==> config.mk <==
export PLATFORM = sky130hd
export DESIGN_NAME = dma_irq_agg
export DESIGN_NICKNAME = d
export VERILOG_FILES = /design/src/rtl/dma_irq_pkg.sv /design/src/rtl/dma_irq_type_reg.sv /design/src/rtl/dma_irq_err_ctl.sv /design/src/rtl/dma_irq_regif.sv /design/src/rtl/dma_irq_agg.sv
export SDC_FILE = /design/constraint.sdc
export NUM_CORES = 1
export LEC_CHECK = 0
export BUFFER_PORTS_ARGS = -buffer_cell sky130_fd_sc_hd__buf_2
export CAP_MARGIN = 5
export CORE_ASPECT_RATIO = 0.5
export CORE_UTILIZATION = 40
export DETAILED_ROUTE_END_ITERATION = 12
export GPL_TIMING_DRIVEN = 0
export PLACE_DENSITY = 0.67
export SETUP_SLACK_MARGIN = 0.3
export SKIP_LAST_GASP = 1
export SYNTH_ARGS = -nofsm -noshare
export SYNTH_HDL_FRONTEND = slang
export SYNTH_SLANG_ARGS = --single-unit
==> constraint.sdc <==
create_clock -name clk_i -period 1.52 [get_ports clk_i]
set_input_delay 0.152 -clock clk_i [delete_from_list [all_inputs] [get_ports clk_i]]
set_output_delay 0.152 -clock clk_i [all_outputs]
set_load 0.01 [all_outputs]
==> src/rtl/dma_irq_pkg.sv <==
package dma_irq_pkg;
  localparam int NUM_EV    = 5;
  localparam int EV_TFR    = 0;
  localparam int EV_BLK    = 1;
  localparam int EV_SRC    = 2;
  localparam int EV_DST    = 3;
  localparam int EV_ERR    = 4;
  localparam int RAW_BASE  = 0;
  localparam int SUM_ADDR  = 5;
  localparam int MASK_BASE = 8;
endpackage

==> src/rtl/dma_irq_type_reg.sv <==
module dma_irq_type_reg #(
  parameter int NUM_CH = 4
) (
  input  logic              clk_i,
  input  logic              rst_ni,
  input  logic [NUM_CH-1:0] set_i,
  input  logic [NUM_CH-1:0] clr_i,
  input  logic              mask_we_i,
  input  logic [NUM_CH-1:0] mask_wd_i,
  output logic [NUM_CH-1:0] raw_o,
  output logic [NUM_CH-1:0] mask_o,
  output logic [NUM_CH-1:0] masked_o
);
  logic [NUM_CH-1:0] raw_q, mask_q;

  // set has priority over clear
  always_ff @(posedge clk_i or negedge rst_ni) begin
    if (!rst_ni) raw_q <= '0;
    else         raw_q <= (raw_q & ~clr_i) | set_i;
  end

  always_ff @(posedge clk_i or negedge rst_ni) begin
    if (!rst_ni)        mask_q <= '0;
    else if (mask_we_i) mask_q <= mask_wd_i;
  end

  assign raw_o    = raw_q;
  assign mask_o   = mask_q;
  assign masked_o = raw_q & mask_q;

  AST_EVENT_WINS: assert property (@(posedge clk_i) disable iff (!rst_ni)
    (set_i != '0) |=> ((raw_q & $past(set_i)) == $past(set_i)));
  AST_STICKY: assert property (@(posedge clk_i) disable iff (!rst_ni)
    (clr_i == '0) |=> ((raw_q & $past(raw_q)) == $past(raw_q)));
endmodule

==> src/rtl/dma_irq_err_ctl.sv <==
module dma_irq_err_ctl #(
  parameter int NUM_CH = 4
) (
  input  logic              clk_i,
  input  logic              rst_ni,
  input  logic [NUM_CH-1:0] err_ev_i,
  output logic [NUM_CH-1:0] ch_dis_o
);
  logic [NUM_CH-1:0] err_q, dis_q;

  always_ff @(posedge clk_i or negedge rst_ni) begin
    if (!rst_ni) begin
      err_q <= '0;
      dis_q <= '0;
    end else begin
      err_q <= err_ev_i;
      dis_q <= err_ev_i & ~err_q;
    end
  end

  assign ch_dis_o = dis_q;

  AST_DIS_ONE_CYCLE: assert property (@(posedge clk_i) disable iff (!rst_ni)
    (ch_dis_o != '0) |=> ((ch_dis_o & $past(ch_dis_o)) == '0));
endmodule

==> src/rtl/dma_irq_regif.sv <==
module dma_irq_regif
  import dma_irq_pkg::*;
#(
  parameter int NUM_CH = 4,
  parameter int ADDR_W = 4,
  parameter int DATA_W = 32
) (
  input  logic                          wr_en_i,
  input  logic [ADDR_W-1:0]             addr_i,
  input  logic [DATA_W-1:0]             wdata_i,
  input  logic [NUM_EV-1:0][NUM_CH-1:0] raw_i,
  input  logic [NUM_EV-1:0][NUM_CH-1:0] mask_i,
  input  logic [NUM_EV-1:0]             type_hit_i,
  output logic [NUM_EV-1:0][NUM_CH-1:0] clr_o,
  output logic [NUM_EV-1:0]             mask_we_o,
  output logic [NUM_CH-1:0]             mask_wd_o,
  output logic [DATA_W-1:0]             rdata_o
);
  logic unused_wdata;
  assign unused_wdata = ^wdata_i[DATA_W-1:NUM_CH];
  assign mask_wd_o    = wdata_i[NUM_CH-1:0];

  for (genvar t = 0; t < NUM_EV; t++) begin : g_dec
    localparam logic [ADDR_W-1:0] RAW_A  = ADDR_W'(RAW_BASE + t);
    localparam logic [ADDR_W-1:0] MASK_A = ADDR_W'(MASK_BASE + t);
    assign clr_o[t]     = (wr_en_i && addr_i == RAW_A) ? wdata_i[NUM_CH-1:0] : '0;
    assign mask_we_o[t] = wr_en_i && addr_i == MASK_A;
  end

  always_comb begin
    rdata_o = '0;
    for (int t = 0; t < NUM_EV; t++) begin
      if (addr_i == ADDR_W'(RAW_BASE + t))  rdata_o[NUM_CH-1:0] = raw_i[t];
      if (addr_i == ADDR_W'(MASK_BASE + t)) rdata_o[NUM_CH-1:0] = mask_i[t];
    end
    if (addr_i == ADDR_W'(SUM_ADDR)) rdata_o[NUM_EV-1:0] = type_hit_i;
  end
endmodule

==> src/rtl/dma_irq_agg.sv <==
module dma_irq_agg
  import dma_irq_pkg::*;
#(
  parameter int NUM_CH = 4,
  parameter int ADDR_W = 4,
  parameter int DATA_W = 32
) (
  input  logic              clk_i,
  input  logic              rst_ni,
  input  logic [NUM_CH-1:0] tfr_ev_i,
  input  logic [NUM_CH-1:0] blk_ev_i,
  input  logic [NUM_CH-1:0] src_ev_i,
  input  logic [NUM_CH-1:0] dst_ev_i,
  input  logic [NUM_CH-1:0] err_ev_i,
  input  logic [NUM_CH-1:0] src_is_mem_i,
  input  logic [NUM_CH-1:0] dst_is_mem_i,
  input  logic              wr_en_i,
  input  logic [ADDR_W-1:0] addr_i,
  input  logic [DATA_W-1:0] wdata_i,
  output logic [DATA_W-1:0] rdata_o,
  output logic              irq_o,
  output logic [NUM_CH-1:0] ch_dis_o
);
  logic [NUM_EV-1:0][NUM_CH-1:0] ev_set, clr, raw, mask, masked;
  logic [NUM_EV-1:0]             mask_we, type_hit;
  logic [NUM_CH-1:0]             mask_wd;

  // memory-side transaction events never reach status
  assign ev_set[EV_TFR] = tfr_ev_i;
  assign ev_set[EV_BLK] = blk_ev_i;
  assign ev_set[EV_SRC] = src_ev_i & ~src_is_mem_i;
  assign ev_set[EV_DST] = dst_ev_i & ~dst_is_mem_i;
  assign ev_set[EV_ERR] = err_ev_i;

  for (genvar t = 0; t < NUM_EV; t++) begin : g_type
    dma_irq_type_reg #(.NUM_CH(NUM_CH)) u_type (
      .clk_i     (clk_i),
      .rst_ni    (rst_ni),
      .set_i     (ev_set[t]),
      .clr_i     (clr[t]),
      .mask_we_i (mask_we[t]),
      .mask_wd_i (mask_wd),
      .raw_o     (raw[t]),
      .mask_o    (mask[t]),
      .masked_o  (masked[t])
    );
    assign type_hit[t] = |masked[t];
  end

  dma_irq_regif #(.NUM_CH(NUM_CH), .ADDR_W(ADDR_W), .DATA_W(DATA_W)) u_regif (
    .wr_en_i    (wr_en_i),
    .addr_i     (addr_i),
    .wdata_i    (wdata_i),
    .raw_i      (raw),
    .mask_i     (mask),
    .type_hit_i (type_hit),
    .clr_o      (clr),
    .mask_we_o  (mask_we),
    .mask_wd_o  (mask_wd),
    .rdata_o    (rdata_o)
  );

  dma_irq_err_ctl #(.NUM_CH(NUM_CH)) u_err (
    .clk_i    (clk_i),
    .rst_ni   (rst_ni),
    .err_ev_i (err_ev_i),
    .ch_dis_o (ch_dis_o)
  );

  assign irq_o = |type_hit;

  AST_NO_SRC_MEM: assert property (@(posedge clk_i) disable iff (!rst_ni)
    (src_is_mem_i != '0) |=> ((raw[EV_SRC] & ~$past(raw[EV_SRC]) & $past(src_is_mem_i)) == '0));
  AST_NO_DST_MEM: assert property (@(posedge clk_i) disable iff (!rst_ni)
    (dst_is_mem_i != '0) |=> ((raw[EV_DST] & ~$past(raw[EV_DST]) & $past(dst_is_mem_i)) == '0));
  AST_MASK_QUIET: assert property (@(posedge clk_i) disable iff (!rst_ni)
    (mask == '0) |-> !irq_o);
  AST_IRQ_CAUSE: assert property (@(posedge clk_i) disable iff (!rst_ni)
    irq_o |-> ((raw & mask) != '0));
endmodule

==> flow_summary.json, run 1 <==
{
  "status": "finished, violations left",
  "violations": "negative setup slack",
  "avgSynthCellArea_um2": 9.72,
  "cp_max_fo": 5,
  "pin_count": 104,
  "end_kind": "primary output",
  "instances_no_fill": 455,
  "gp_congestion": 0.917,
  "yosys_warnings": 0,
  "io_buffers": 44,
  "ys_seq_area_frac": 0.438,
  "p_int_mw": 2.40,
  "fin_area_um2": 3530,
  "slowest_stage": "dfrtp_2",
  "ys_types": 45,
  "rsz0062_at_grt": "yes",
  "grt_pass1_wl_um": 11500,
  "final_nets": 434,
  "period_share": 1.25,
  "synth_top_flop_cell": "dfrtp_1",
  "fin_skew_ps": 2.95,
  "worstHoldPathType": "input pin to flip-flop",
  "finalHoldViolations": 0,
  "synth-edff-count": 0,
  "synth.cell_area_um2": 2740,
  "irDropWorstVdd_uv": 533,
  "min_from": "tfr_ev_i[1]",
  "grt_pass1_vias": 2201,
  "drt-vias-per-instance": 5.11,
  "crit_type": "flip-flop to primary output",
  "p_leak_nw": 1.59,
  "worst-path-buf-inv": 1,
  "drive_gt1_frac": 0.390,
  "p_switching_mw": 0.981,
  "clockRootBuffer": "clkbuf_16",
  "path_cells": "mux2i_1 > a211oi_2 > a311oi_2 > o221a_2 > nor3_4 > buf_2",
  "die_area_um2": 7210,
  "clkSinkCount": 48,
  "start_kind": "flip-flop",
  "antenna_cells": 0,
  "place_inst": 440,
  "grt_overflow": 0,
  "core_area_um2": 6330,
  "wirelength_um": 7360,
  "arrival_ps": 1750,
  "layout_setup_ws_ps": -387,
  "setup_viol": 5,
  "seq_power_share": 0.465,
  "timing.rr.start": "g_type[1].u_type.mask_o[0]",
  "relSlewSlack": 0.289,
  "dp_hpwl_um": 5320,
  "drtIter0Drc": 102,
  "drtAntennaViolNets": 0,
  "maxCapViolCount": 0,
  "dieHeight_um": 60.5,
  "dr_total_vias": 2326,
  "cts_tree": "done",
  "wl_per_cell_um": 16.2,
  "pwr-share-clk": 0.314,
  "die_w_um": 119,
  "path_clk_slew_ps": 60,
  "initial_core_util": 0.433,
  "ys_seq_elements": 48,
  "clockBufferDepth": 2,
  "rrSetupSlack_ps": 670,
  "first_pass_iters": 4,
  "place_area_um2": 3210,
  "h-tree-depth": 2,
  "antenna_found_initial": 0,
  "finalCriticalPeriod_ps": 1910,
  "cts_made_buffers": 5,
  "crit_family": "compound AO/OA/AOI/OAI gates",
  "drcViolationCount": 0,
  "drv_slew": 0,
  "p_sw_frac": 0.290,
  "worstSetupStartpoint": "g_type[1].u_type.mask_o[0]",
  "netlist_instances": 282,
  "areaGrowthSynthToFinish_pct": 28.8,
  "power_frac_comb": 0.221,
  "synthArstFlopShare": 1.00,
  "fmaxAchievable_mhz": 525,
  "fp-row-count": 20,
  "clk_latency_ps": 290,
  "final_cell_mix": "buf_2 (46), dfrtp_1 (46), buf_4 (33), nand2_1 (32), conb_1 (27)",
  "cp_slowest_stage_delay_ps": 430,
  "grt_max_degree": 49,
  "nFillCells": 568,
  "power_density_nw_per_um2": 956,
  "grtUsageTotal": 0.218,
  "worst-endpoint-required_ps": 1370,
  "worst_slew_pin_slew_ps": 1070
}
[timing repair]
item                                   CTS  global route
endpoints found under the hold margin    4             0
setup endpoints to repair               26            30
setup buffers                            3             1
hold buffers                             4             0
pin swaps                               10             6
gates resized for setup                 19            13
[routing by layer]
| metal | wire length (um) | up-vias | GRT usage |
|---|---|---|---|
| met1 | 3530 | 1106 | 0.305 |
| met5 | 0 | - | 0 |
| met2 | 3240 | 91 | 0.338 |
| met4 | 88 | 0 | 0.0778 |
| li1 | - | 1118 | - |
| met3 | 509 | 11 | 0.0498 |
[worst paths after layout]
check	end	cells after the start
min reg2reg	u_err.ch_dis_o[3]	1
min in group asynchronous	g_type[1].u_type.mask_o[1]	1
max in group asynchronous	g_type[3].u_type.mask_o[0]	1
max reg2reg	g_type[1].u_type.mask_o[0]	1
min	g_type[0].u_type.raw_o[1]	2
max	rdata_o[0]	6
[power by group through the flow]
stage                     combinational (mW)  sequential [mW]  clock (mW)
final                                  0.745             1.57        1.06
after global routing                   0.813             1.59        1.13
after CTS                              0.725             1.56        1.08
after detailed placement               0.677             1.58           0
after global placement                 0.664             1.57           0
after floorplan                        0.480             1.53           0
[final cells by class]
type / instances / area, um2 / area share
plain buffers: 40 / 293 / 0.0829
clock buffers: 6 / 129 / 0.0365
clock inverters: 1 / 5.00 / 0.00142
inverters: 13 / 48.8 / 0.0138
multi-input cells: 207 / 1450 / 0.409
flip-flops and latches: 48 / 1200 / 0.341
well taps: 88 / 110 / 0.0312
repair buffers: 52 / 297 / 0.0840
[flip-flops by register name, indices dropped and copies added, names as in the netlist]
register / cells
g_type.u_type.raw_o: 20
u_err.err_q: 4
u_err.ch_dis_o: 4
g_type.u_type.mask_o: 20
[synth_stat cells, types with 2 or more instances]
| master | number | area share |
|---|---|---|
| dfrtp_1 | 48 | 0.44 |
| nand2_1 | 33 | 0.045 |
| buf_4 | 30 | 0.082 |
| mux2_2 | 19 | 0.078 |
| inv_1 | 13 | 0.018 |
| nor2_1 | 13 | 0.018 |
| a21o_1 | 12 | 0.033 |
| a21oi_1 | 12 | 0.022 |
| a22oi_1 | 11 | 0.030 |
| nor2b_1 | 9 | 0.021 |
| a22o_1 | 8 | 0.026 |
| o21ai_0 | 8 | 0.015 |
| buf_2 | 5 | 0.0091 |
| nand2b_1 | 5 | 0.011 |
| nor3_1 | 5 | 0.0091 |
| a211oi_1 | 4 | 0.011 |
| clkbuf_1 | 4 | 0.0055 |
| mux2i_1 | 4 | 0.015 |
| nand3_1 | 4 | 0.0073 |
| or3_1 | 3 | 0.0068 |
| a311oi_1 | 2 | 0.0064 |
| a32oi_1 | 2 | 0.0064 |
| nor3_2 | 2 | 0.0073 |
| o211ai_1 | 2 | 0.0055 |
| o21ai_1 | 2 | 0.0037 |
| o221a_2 | 2 | 0.0082 |
| o22ai_1 | 2 | 0.0046 |
[logic make-up after synthesis]
| family | Yosys count | synth area share |
|---|---|---|
| other | 1 | 0.00137 |
| buffers and inverters | 53 | 0.116 |
| and+or+nand+nor | 83 | 0.151 |
| muxes | 23 | 0.0927 |
| DFF | 48 | 0.438 |
| AOI/OAI and AO/OA | 74 | 0.201 |
[metrics by stage]
stage	hold slack [ps]	setup TNS [ps]	util	setup WS (ps)	total power, mW
floorplan	-144	0	-	224	2.01
global placement	286	-2240	0.508	-278	2.24
detailed placement	292	-2920	0.508	-277	2.25
CTS	30.0	-1150	0.550	-348	3.37
global route	37.0	-1550	0.558	-404	3.53
finish	31.4	-1310	0.558	-387	3.38
No activity file was read; power rests on OpenSTA's default activity.
==> inputs of run 2 (changes only) <==
- GPL_TIMING_DRIVEN: 0 -> unset
- SYNTH_HIERARCHICAL: unset -> 1
==> flow_summary.json, run 2 <==
{
  "first_pass_iters": 4,
  "min_from": "err_ev_i[3]",
  "areaGrowthSynthToFinish_pct": 31.9,
  "arrival_ps": 1840,
  "drv_slew": 0,
  "hold_depth": 1,
  "fp-row-count": 21,
  "setup_viol": 6,
  "irDropWorstVdd_uv": 452,
  "synth.cell_area_um2": 2820,
  "ys_seq_elements": 48,
  "die_w_um": 121,
  "drive_gt1_frac": 0.381,
  "finalCriticalPeriod_ps": 1990,
  "period_share": 1.31,
  "worst-endpoint-required_ps": 1370,
  "timing.rr.start": "g_type[2].u_type/mask_o[1]",
  "status": "finished, violations left",
  "drcViolationCount": 0,
  "ys_types": 32,
  "clockBufferDepth": 2,
  "end_kind": "primary output",
  "synth_common_cells": "dfrtp_1 (48), and2_1 (37), buf_4 (31)",
  "crit_type": "flip-flop to primary output",
  "worst-r2r-cell-count": 3,
  "gp_congestion": 0.850,
  "clkSinkCount": 48,
  "drt-vias-per-instance": 4.84,
  "post-synth-top-count-cell": "dfrtp_1",
  "synthTopCellsByArea": "dfrtp_1 (43%), buf_4 (8.3%), and2_1 (8.2%)",
  "wirelength_um": 6970,
  "die_area_um2": 7410,
  "wl_per_cell_um": 14.8,
  "path_clk_slew_ps": 60,
  "fin_skew_ps": 0.646,
  "synth_largest_area_cell": "dfrtp_1",
  "synth_top_area_share": 0.426,
  "rrSetupSlack_ps": 500,
  "r2r_end": "g_type[2].u_type/mask_o[1]",
  "layout_setup_ws_ps": -475,
  "grt_pass1_vias": 2201,
  "synthArstFlopShare": 1.00,
  "grt_max_degree": 32,
  "fmaxAchievable_mhz": 501,
  "antenna_cells": 0,
  "clockRootBuffer": "clkbuf_16",
  "nFillCells": 613,
  "maxCapViolCount": 0,
  "final_cell_mix": "buf_4 (53), dfrtp_1 (48), buf_2 (47), and2_1 (36), conb_1 (27)",
  "antenna_found_initial": 0,
  "ys_seq_area_frac": 0.426,
  "violations": "negative setup slack",
  "min_to": "u_err/err_q[3]",
  "core_area_um2": 6750,
  "power_density_nw_per_um2": 951,
  "dr_total_vias": 2273,
  "finalHoldViolations": 0,
  "yosys_warnings": 6,
  "cts_tree": "done",
  "dieHeight_um": 61.4,
  "grtUsageTotal": 0.196,
  "worstHoldPathType": "input pin to flip-flop",
  "whs_ps": 7.08,
  "synth_top_flop_cell": "dfrtp_1",
  "cts_made_buffers": 5,
  "clk_latency_ps": 280,
  "start_kind": "flip-flop",
  "avgSynthCellArea_um2": 10.1,
  "p_leak_nw": 1.68,
  "netlist_instances": 278,
  "final_nets": 445,
  "finalPower_mw": 3.54,
  "initial_core_util": 0.418,
  "drtIter0Drc": 93,
  "cp_max_fo": 2,
  "mostFrequentLayoutCell": "buf_4",
  "synth-edff-count": 0,
  "io_buffers": 48,
  "grt_overflow": 0,
  "grt_pass1_wl_um": 11000,
  "pin_count": 104,
  "rsz0062_at_grt": "yes",
  "drtAntennaViolNets": 0,
  "h-tree-depth": 2,
  "dp_hpwl_um": 5190
}
## run 2: changes by cell type after synthesis, sizes merged, moves of 7 or more
| cell | change |
|---|---|
| and2 | +37 |
| nand2 | -24 |
| a21oi | -12 |
| a22oi | -11 |
| a21o | +8 |
| a22o | -8 |
| inv | +8 |
| nor2b | +7 |
## run 2: layer usage
layer | up-vias | share of wire | global-route usage
li1 | 1081 | - | -
met1 | 1099 | 0.48 | 0.263
met2 | 83 | 0.46 | 0.336
met3 | 10 | 0.041 | 0.0296
met4 | 0 | 0.015 | 0.0582
met5 | - | 0 | 0
## run 2: worst max-delay path: stages (launching register included)
cell and delay, ps:
dfrtp_1 380, and2_1 160, or4_4 560, nand3b_1 100
o21ai_1 60, nand3b_1 100, o21ai_2 50, buf_2 130
## run 2: final cells by class
type	instances	area [um2]	share of cell area
Multi-Input combinational cell	198	1480	0.397
Sequential cell	48	1200	0.323
Timing Repair Buffer	104	694	0.187
Clock buffer	7	153	0.0410
Tap cell	92	115	0.0309
Inverter	21	78.8	0.0212
## run 2: worst max-delay path by stage
stage,from,endpoint,slack [ps],cells past startpoint
5_1_grt,g_type[2].u_type/raw_o[3],rdata_o[2],-550,7
3_5_place_dp,g_type[2].u_type/mask_o[2],rdata_o[2],-180,7
6_report,g_type[2].u_type/raw_o[3],rdata_o[2],-470,7
3_3_place_gp,g_type[2].u_type/mask_o[2],rdata_o[2],-150,7
2_1_floorplan,g_type[2].u_type/mask_o[2],rdata_o[2],30,6
4_1_cts,g_type[2].u_type/mask_o[1],rdata_o[2],-470,7
## run 2: cell families after synthesis
| kind of cell | Yosys count | synth area share |
|---|---|---|
| other | 1 | 0.00133 |
| flip-flops | 48 | 0.426 |
| AO/OA/AOI/OAI | 38 | 0.101 |
| multiplexers | 33 | 0.130 |
| AND/OR/NAND/NOR | 100 | 0.219 |
| buffers and inverters | 58 | 0.123 |
## run 2: metrics by stage
stage | util | instances | setup slack (ps) | instance area, um2 | setup TNS (ps)
detailed placement | 0.510 | 455 | -175 | 3450 | -1980
global placement | 0.510 | 455 | -147 | 3450 | -1570
finish | 0.551 | 470 | -475 | 3720 | -2110
CTS | 0.543 | 466 | -468 | 3660 | -2160
floorplan | - | 304 | 32.4 | 2980 | 0
global route | 0.551 | 470 | -554 | 3720 | -2470
## run 2: what timing repair did
action,in CTS,in global routing
hold buffers,1,0
setup endpoints to repair,27,33
pin swaps,6,11
hold endpoints to repair,17,0
setup buffers,3,4
gates resized for setup,9,5
## run 2: power breakdown
part           internal (mW)  leakage, nW  switching, mW  total [mW]
registers               1.42        0.522         0.0817        1.51
logic                  0.488         1.08          0.418       0.906
clock network          0.690       0.0760          0.436        1.13
==> inputs of run 3 (changes only) <==
- ABC_AREA: unset -> 1
==> flow_summary.json, run 3 <==
{
  "status": "finished, violations left",
  "violations": "negative setup slack",
  "first_pass_iters": 4,
  "synth_top_area_share": 0.415,
  "post-synth-top-count-cell": "nand2_1",
  "synth_top_flop_cell": "dfrtp_1",
  "use_met1": 0.278,
  "io_buffers": 48,
  "drive_gt1_frac": 0.194,
  "clk_latency_ps": 300,
  "grt_pass1_vias": 2270,
  "pin_count": 104,
  "avgSynthCellArea_um2": 6.61,
  "drcViolationCount": 0,
  "grtUsageMet3": 0.0395,
  "period_share": 1.07,
  "fp-row-count": 21,
  "antenna_cells": 0,
  "rrSetupSlack_ps": 630,
  "synth-edff-count": 0,
  "layout_setup_ws_ps": -100,
  "fin_skew_ps": 6.92,
  "place_area_um2": 3190,
  "wirelength_um": 6590,
  "synthTopCellsByArea": "dfrtp_1 (42%), nand2_1 (20%), inv_1 (11%)",
  "drtAntennaViolNets": 0,
  "clockBufferDepth": 2,
  "drv_slew": 0,
  "grt_max_degree": 33,
  "worstHoldPathType": "input pin to flip-flop",
  "drt-vias-per-instance": 4.32,
  "gp_congestion": 0.898,
  "areaGrowthSynthToFinish_pct": 20.8,
  "arrival_ps": 1470,
  "synth_largest_area_cell": "dfrtp_1",
  "antenna_found_initial": 0,
  "rsz0062_at_grt": "yes",
  "grt_overflow": 0,
  "wl_per_cell_um": 10.9,
  "finalCriticalPeriod_ps": 1620,
  "fmaxAchievable_mhz": 617,
  "clockRootBuffer": "clkbuf_16",
  "yosys_warnings": 6,
  "h-tree-depth": 2,
  "mostFrequentLayoutCell": "nand2_1",
  "final_cell_mix": "nand2_1 (155), inv_1 (88), nor2_1 (55), dfrtp_1 (48), buf_2 (48)",
  "grt_pass1_wl_um": 10900,
  "irDropWorstVdd_uv": 383,
  "drtIter0Drc": 169,
  "die_w_um": 122,
  "dr_total_vias": 2606,
  "setup_viol": 6,
  "clkSinkCount": 48,
  "finalHoldViolations": 0,
  "synth_common_cells": "nand2_1 (155), inv_1 (88), nor2_1 (59)",
  "dieHeight_um": 62.1,
  "netlist_instances": 438,
  "die_area_um2": 7600,
  "utilization": 0.512,
  "worst-endpoint-required_ps": 1370,
  "start_kind": "flip-flop",
  "p_leak_nw": 2.02,
  "dp_hpwl_um": 4920,
  "whs_ps": 37.0,
  "crit_type": "flip-flop to primary output",
  "busiest_layer": "met2",
  "final_nets": 577,
  "core_area_um2": 6830,
  "pre_cts_ws_ps": 73.5,
  "path_clk_slew_ps": 60,
  "ys_seq_area_frac": 0.415,
  "ys_types": 18,
  "maxCapViolCount": 0,
  "end_kind": "primary output",
  "cts_made_buffers": 5,
  "initial_core_util": 0.424,
  "cts_tree": "done",
  "fin_area_um2": 3490,
  "synth.cell_area_um2": 2890,
  "synthArstFlopShare": 1.00,
  "power_density_nw_per_um2": 985,
  "met2_usage": 0.279,
  "cp_max_fo": 3,
  "ys_seq_elements": 48,
  "grtUsageTotal": 0.190
}
-- run 3: cell types whose count changed after synthesis, sizes merged, moves of 8 or more --
cell | previous run | this run
nor2 | 13 | 67
a21o | 20 | 0
mux2i | 10 | 0
nand2 | 9 | 155
inv | 21 | 97
and2 | 37 | 1
nand3 | 5 | 19
nor2b | 16 | 0
mux2 | 23 | 0
nand4 | 0 | 8
-- run 3: per-layer routing --
layer	wire (um)	part of all wire
met5	0	0
met4	76	0.012
met3	517	0.078
met2	2870	0.44
met1	3130	0.47
-- run 3: final timing paths --
path,from,to,cells after the start
max in group asynchronous,rst_ni,g_type[0].u_type/raw_o[1],3
worst min register to register,u_err/err_q[0],u_err/ch_dis_o[0],1
worst max register to register,g_type[4].u_type/raw_o[3],g_type[4].u_type/raw_o[3],4
min in group asynchronous,rst_ni,u_err/err_q[0],2
worst min-delay path,tfr_ev_i[3],g_type[0].u_type/raw_o[3],3
worst max-delay path,g_type[1].u_type/raw_o[3],rdata_o[3],7
-- run 3: stage by stage --
| step | setup TNS (ps) | power [mW] | cells |
|---|---|---|---|
| floorplan | 0 | 1.97 | 464 |
| global placement | 0 | 2.14 | 581 |
| detailed placement | 0 | 2.15 | 581 |
| CTS | -466 | 3.48 | 600 |
| global route | -951 | 3.66 | 603 |
| finish | -399 | 3.44 | 603 |
-- run 3: kinds of logic after synthesis --
group,Yosys count,share of synthesized area
buffers and inverters,129,0.208
other,1,0.00130
and+or+nand+nor,260,0.376
DFF,48,0.415
-- run 3: worst max-delay path: stages, from the launching register on --
cell and delay (ps):
dfrtp_1 400, nand3_1 90, nand3_1 90, nor2_2 120, nand4_1 80, nor2_1 120, nand4_1 110, buf_2 160
-- run 3: layout make-up --
cell class              instances  area (um2)
clock buffers                   5         125
flip-flops and latches         48        1200
multi-input cells             287        1200
inverters                      97         364
fillers                       691        3340
well taps                      92         115
repair buffers                 71         438
clock inverters                 3        46.3
-- run 3: what timing repair did --
item,CTS,global route
hold endpoints to repair,20,0
gates resized for setup,3,2
hold buffers,5,0
endpoints found under the setup margin,6,14
pin swaps,1,0
buffers inserted,6,3
cloned,0,0
-- run 3: where the power goes --
part	internal, mW	switching, mW	leakage, nW	total (mW)
Combinational	0.252	0.402	1.41	0.654
Clock	0.782	0.497	0.0804	1.28
Sequential	1.41	0.0983	0.531	1.51
Total	2.44	0.997	2.02	3.44
